$ cat config.mk
export PLATFORM = sky130hd
export DESIGN_NAME = frame_seq
export DESIGN_NICKNAME = d
export VERILOG_FILES = /design/src/rtl/frame_seq_pkg.sv /design/src/rtl/frame_seq_lane.sv /design/src/rtl/frame_seq_ctrl.sv /design/src/rtl/frame_seq.sv
export SDC_FILE = /design/constraint.sdc
export NUM_CORES = 1
export LEC_CHECK = 0
export BUFFER_PORTS_ARGS = -buffer_cell sky130_fd_sc_hd__buf_2
export CAP_MARGIN = 10
export CORE_MARGIN = 2
export CORE_UTILIZATION = 30
export DETAILED_ROUTE_END_ITERATION = 7
export PLACE_DENSITY_LB_ADDON = 0.05
export SLEW_MARGIN = 30
export SYNTH_ARGS = -nofsm -noshare
export SYNTH_HDL_FRONTEND = slang
export SYNTH_SLANG_ARGS = --single-unit
$ cat constraint.sdc
create_clock -name clk -period 3.5 [get_ports clk]
set_input_delay 0.7 -clock clk [delete_from_list [all_inputs] [get_ports clk]]
set_output_delay 0.7 -clock clk [all_outputs]
set_load 0.02 [all_outputs]
$ cat src/rtl/frame_seq_pkg.sv
package frame_seq_pkg;
   typedef enum logic [1:0] {
      OP_CALL_IMM = 2'd0,
      OP_CALL_REG = 2'd1,
      OP_RETURN   = 2'd2,
      OP_RSVD     = 2'd3
   } frame_op_e;

   typedef enum logic [2:0] {
      ST_IDLE,
      ST_PUSH_RA,
      ST_PUSH_FP,
      ST_POP_FP,
      ST_POP_PC
   } seq_state_e;
endpackage

$ cat src/rtl/frame_seq_lane.sv
// Converts between a value and its byte-lane memory image.
module frame_seq_lane #(
   parameter int XLEN       = 32,
   parameter bit BIG_ENDIAN = 1'b1
) (
   input  logic [XLEN-1:0] din,
   output logic [XLEN-1:0] dout
);
   localparam int NBYTES = XLEN / 8;

   generate
      if (BIG_ENDIAN) begin : g_swap
         for (genvar k = 0; k < NBYTES; k++) begin : g_byte
            assign dout[8*k +: 8] = din[8*(NBYTES-1-k) +: 8];
         end
      end else begin : g_pass
         assign dout = din;
      end
   endgenerate
endmodule

$ cat src/rtl/frame_seq_ctrl.sv
// Sequencing state machine: captures operands, walks the two accesses,
// commits SP/FP/PC together with the done pulse.
module frame_seq_ctrl
   import frame_seq_pkg::*;
#(
   parameter int XLEN       = 32,
   parameter int INSN_BYTES = 2
) (
   input  logic            clk,
   input  logic            rst_n,
   input  logic            start_i,
   input  logic [1:0]      op_i,
   input  logic [XLEN-1:0] pc_i,
   input  logic [XLEN-1:0] target_i,
   input  logic [XLEN-1:0] sp_i,
   input  logic [XLEN-1:0] fp_i,
   output logic            mem_req,
   output logic            mem_we,
   output logic [XLEN-1:0] mem_addr,
   output logic [XLEN-1:0] mem_wval,
   input  logic [XLEN-1:0] mem_rval,
   input  logic            mem_ack,
   output logic            busy,
   output logic            done,
   output logic [XLEN-1:0] sp_q,
   output logic [XLEN-1:0] fp_q,
   output logic [XLEN-1:0] pc_q
);
   localparam logic [XLEN-1:0] STEP     = XLEN'(XLEN / 8);
   localparam logic [XLEN-1:0] RA_IMM   = XLEN'(INSN_BYTES + XLEN / 8);
   localparam logic [XLEN-1:0] RA_REG   = XLEN'(INSN_BYTES);

   seq_state_e      state;
   logic [XLEN-1:0] ra_l, tgt_l, sp_l, fp_l, nfp_l;
   logic            xfer;

   assign xfer = mem_req && mem_ack;
   assign busy = (state != ST_IDLE);

   always_comb begin
      mem_req  = 1'b0;
      mem_we   = 1'b0;
      mem_addr = '0;
      mem_wval = '0;
      unique case (state)
         ST_PUSH_RA: begin
            mem_req = 1'b1; mem_we = 1'b1;
            mem_addr = sp_l - 2*STEP; mem_wval = ra_l;
         end
         ST_PUSH_FP: begin
            mem_req = 1'b1; mem_we = 1'b1;
            mem_addr = sp_l - 3*STEP; mem_wval = fp_l;
         end
         ST_POP_FP: begin
            mem_req = 1'b1; mem_addr = fp_l;
         end
         ST_POP_PC: begin
            mem_req = 1'b1; mem_addr = fp_l + STEP;
         end
         default: ;
      endcase
   end

   always_ff @(posedge clk or negedge rst_n) begin
      if (!rst_n) begin
         state <= ST_IDLE;
         done  <= 1'b0;
         ra_l  <= '0; tgt_l <= '0; sp_l <= '0; fp_l <= '0; nfp_l <= '0;
         sp_q  <= '0; fp_q  <= '0; pc_q <= '0;
      end else begin
         done <= 1'b0;
         unique case (state)
            ST_IDLE: begin
               if (start_i && frame_op_e'(op_i) != OP_RSVD) begin
                  tgt_l <= target_i;
                  sp_l  <= sp_i;
                  fp_l  <= fp_i;
                  ra_l  <= pc_i + ((frame_op_e'(op_i) == OP_CALL_IMM) ? RA_IMM : RA_REG);
                  state <= (frame_op_e'(op_i) == OP_RETURN) ? ST_POP_FP : ST_PUSH_RA;
               end
            end
            ST_PUSH_RA: if (xfer) state <= ST_PUSH_FP;
            ST_PUSH_FP: if (xfer) begin
               sp_q  <= sp_l - 3*STEP;
               fp_q  <= sp_l - 3*STEP;
               pc_q  <= tgt_l;
               done  <= 1'b1;
               state <= ST_IDLE;
            end
            ST_POP_FP: if (xfer) begin
               nfp_l <= mem_rval;
               state <= ST_POP_PC;
            end
            ST_POP_PC: if (xfer) begin
               sp_q  <= fp_l + 3*STEP;
               fp_q  <= nfp_l;
               pc_q  <= mem_rval;
               done  <= 1'b1;
               state <= ST_IDLE;
            end
            default: state <= ST_IDLE;
         endcase
      end
   end
endmodule

$ cat src/rtl/frame_seq.sv
module frame_seq #(
   parameter int XLEN       = 32,
   parameter int INSN_BYTES = 2,
   parameter bit BIG_ENDIAN = 1'b1
) (
   input  logic            clk,
   input  logic            rst_n,
   input  logic            start_i,
   input  logic [1:0]      op_i,
   input  logic [XLEN-1:0] pc_i,
   input  logic [XLEN-1:0] target_i,
   input  logic [XLEN-1:0] sp_i,
   input  logic [XLEN-1:0] fp_i,
   output logic            mem_req_o,
   output logic            mem_we_o,
   output logic [XLEN-1:0] mem_addr_o,
   output logic [XLEN-1:0] mem_wdata_o,
   input  logic [XLEN-1:0] mem_rdata_i,
   input  logic            mem_ack_i,
   output logic            busy_o,
   output logic            done_o,
   output logic [XLEN-1:0] sp_o,
   output logic [XLEN-1:0] fp_o,
   output logic [XLEN-1:0] pc_o
);
   generate
      if (XLEN % 8 != 0 || XLEN < 16) begin : g_bad_xlen
         $error("frame_seq: XLEN must be a multiple of 8 and at least 16");
      end
      if (INSN_BYTES < 1) begin : g_bad_insn
         $error("frame_seq: INSN_BYTES must be positive");
      end
   endgenerate

   logic [XLEN-1:0] wval, rval;

   frame_seq_ctrl #(.XLEN(XLEN), .INSN_BYTES(INSN_BYTES)) u_ctrl (
      .clk      (clk),
      .rst_n    (rst_n),
      .start_i  (start_i),
      .op_i     (op_i),
      .pc_i     (pc_i),
      .target_i (target_i),
      .sp_i     (sp_i),
      .fp_i     (fp_i),
      .mem_req  (mem_req_o),
      .mem_we   (mem_we_o),
      .mem_addr (mem_addr_o),
      .mem_wval (wval),
      .mem_rval (rval),
      .mem_ack  (mem_ack_i),
      .busy     (busy_o),
      .done     (done_o),
      .sp_q     (sp_o),
      .fp_q     (fp_o),
      .pc_q     (pc_o)
   );

   frame_seq_lane #(.XLEN(XLEN), .BIG_ENDIAN(BIG_ENDIAN)) u_wlane (
      .din  (wval),
      .dout (mem_wdata_o)
   );

   frame_seq_lane #(.XLEN(XLEN), .BIG_ENDIAN(BIG_ENDIAN)) u_rlane (
      .din  (mem_rdata_i),
      .dout (rval)
   );
endmodule

==> out/results.tsv <==
metric	value	unit
Worst Hold Class	in2async	
number of global-route vias before repair	13933	
met3 routed WL	3.95	mm
I/O pin count	330	
total power	20.3	mW
clock slew at reported path FFs	0.07	ns
CTS Root Cell	clkbuf_16	
Achievable Freq	0.278	GHz
Max Cap Violations	0	
DR vias/cell	5.39	
Post-route DRC	0	
post-detailed-route count of antenna-violating nets	0	
worst slew pin tran	0.916	ns
Worst EP arrival	2.90	ns
# hold bufs at CTS	0	
largest net degree at the start of global routing	98	
final core occ	41.5	%
DR pass1 iterations	6	
synth-to-layout area growth	36.9	%
Crit Path Class	reg2out	
ratio of cells with drive above 1 in the final layout	41.3	%
Inst Count DP	2496	
drt total wl	64.5	mm
CTS Buffer Depth	3	
VDD IR max	0.627	mV
Synth Warn #	0	
register area share after synthesis	44.9	%
DP HPWL	47.5	mm
Req. time, crit path	2.80	ns
antenna violations before repair	7	
IO Port Bufs	329	
PnR worst setup slack	-0.0990	ns
min Tclk post-route	3.60	ns
Netlist cell types	73	
Worst slew margin	38.9	%
Gate Count Post-Synth	1553	
Clock Skew	0.0395	ns
synthesized area	14500	um2
fin nets	2149	
Leak	8.84	nW
Avg Inst Size Synth	9.33	um2
M1 WL	28.3	mm
num rows	80	
routability cong.	0.889	
asr flop ratio synth	100	%
Main synth FF type	dfrtp_1	
Die X	224	um
CTS H-tree depth	2	
worst-skew pair later-pin latency	0.57	ns
CP endpoint kind	primary output	
routed len/inst	24.6	um
TritonCTS clock tree	built	
die height	224	um
Net Count, Synth	1726	
Vias	14114	
Hold Fails Final Rpt	0	
gr usage total	25.4	%
failing checks	setup timing	
drt first-iter violations	1014	
met2 wire len	30.5	mm
Synth Register Bits	260	
CORE AREA	47700	um2
pwr/cell area	1020	nW/um2
Setup-failing EPs final	6	
CP startpoint kind	register	
clk sinks	260	
RSZ-0062 raised after global routing	yes	
first-pass GRT wire length	94.4	mm
DR top layer	met5	
Post-synth EDFFs	0	
final std cells w/o fill	2618	
Slew Viols, Final	0	
total grt overflow	0	
Initial Util	30.3	%
R2R Setup Slk	0.16	ns
CP max FO	4	
outcome	complete, but fails checks	
Die ar.	50100	um2
crit share post-route	103	%
total CTS buffers	34	
final cells by class:
cell class	instances	area, um2
Inverter	17	63.8
Fill cell	4918	27900
Antenna cell	2	5.00
Sequential cell	260	6520
Timing Repair Buffer	521	3360
Clock buffer	54	1070
Tap cell	615	769
Multi-Input combinational cell	1142	7990
Clock inverter	7	53.8
cell families (layout without fill, tap and decap cells):
family          Yosys count  in the layout  synth area share [%]
compound gates          358            358                  16.2
xor+xnor                 74             74                  4.47
fa+ha+maj                 7              7                 0.657
buf+inv                 152            599                  4.09
flops                   260            260                  44.9
mux                     137            137                  10.6
other cells               0              2                     0
simple gates            565            566                  19.0
metrics by stage:
stage / area (um2) / TNS (ns) / worst slack, ns / hold slack, ns
after global placement: 17500 / 0 / 0.166 / 0.457
after detailed placement: 17500 / 0 / 0.170 / 0.467
after CTS: 19300 / -0.692 / -0.150 / 0.177
after floorplan: 14500 / 0 / 0.244 / 0.404
final: 19800 / -0.284 / -0.0990 / 0.147
after global routing: 19800 / -1.05 / -0.172 / 0.211
flip-flops by register name, indices dropped and copies added, names as in the netlist:
signal        cells
u_ctrl.sp_l      32
u_ctrl.tgt_l     32
u_ctrl.ra_l      32
u_ctrl.fp_l      32
u_ctrl.fp_q      32
u_ctrl.pc_q      32
u_ctrl.sp_q      32
u_ctrl.done       1
u_ctrl.state      3
u_ctrl.nfp_l     32
timing repair:
action / CTS / global route
pin swaps: 20 / 26
setup endpoints to repair: 24 / 28
gates cloned: 1 / 2
setup buffers: 34 / 24
resized for setup: 101 / 85
endpoints found under the hold margin: 0 / 0
cells in the final DEF, fill, tap and decap left out, drive strengths merged, types with 8 or more instances in the layout:
master	count
and3	19
a22o	31
mux2	132
inv	19
nor4	39
xnor2	42
nand3	31
buf	520
nor2	110
and2	12
o21ai	120
xor2	32
a21oi	42
o31ai	25
a22oi	8
or4	20
a31oi	45
o221ai	10
nand2	216
dfrtp	260
nor3	35
clkbuf	55
or3	10
o22ai	9
nand4	38
worst paths after layout:
path	start	to	depth (start not counted)
worst max-delay path	u_ctrl.sp_l[3]	mem_addr_o[21]	9
worst min-delay path	rst_n	u_ctrl.sp_l[23]	1
max in group asynchronous	rst_n	u_ctrl.fp_l[10]	2
worst min register to register	u_ctrl.fp_q[31]	u_ctrl.fp_q[31]	2
min in group clk	sp_i[29]	u_ctrl.sp_l[29]	2
worst max register to register	u_ctrl.sp_l[11]	u_ctrl.sp_q[24]	19
worst max-delay path: stages, from the launching register on:
cell and delay [ns]:
dfrtp_2 0.44, inv_2 0.08, ha_4 0.14, or4b_4 0.50, buf_6 0.15, nor3_4 0.17, a22oi_2 0.11, or4_1 0.49
nand4_1 0.13, buf_6 0.14
cell usage after synthesis, drive strengths merged, types with 6 or more instances:
library cell,n,area (um2)
a21o,7,52.6
a21oi,42,210
a221o,6,60.1
a22o,31,272
a22oi,8,60.1
a31oi,45,282
and2,12,75.1
and3,19,119
and4,7,61.3
buf,21,100
clkbuf,114,429
dfrtp,260,6510
ha,6,75.1
inv,16,60.1
mux2,132,1490
nand2,216,811
nand3,31,155
nand3b,6,45.0
nand4,38,238
nor2,110,413
nor3,35,180
nor4,39,280
o211ai,6,50.1
o21ai,120,601
o221ai,10,87.6
o22ai,9,56.3
o31ai,25,188
or2,7,43.8
or3,10,62.6
or4,20,161
xnor2,42,368
xor2,32,280
layer usage:
| metal | GRT usage, % | vias up |
|---|---|---|
| met5 | 0 | - |
| met4 | 6.52 | 10 |
| met3 | 4.56 | 108 |
| met2 | 41.8 | 468 |
| met1 | 34.4 | 7038 |
| li1 | - | 6490 |
report_power, final:
part,leakage [nW],internal (mW),switching [mW]
Combinational,5.18,4.34,6.76
Sequential,3.10,4.51,1.13
Clock,0.558,2.09,1.43
Power figures use the tool's default switching activity.
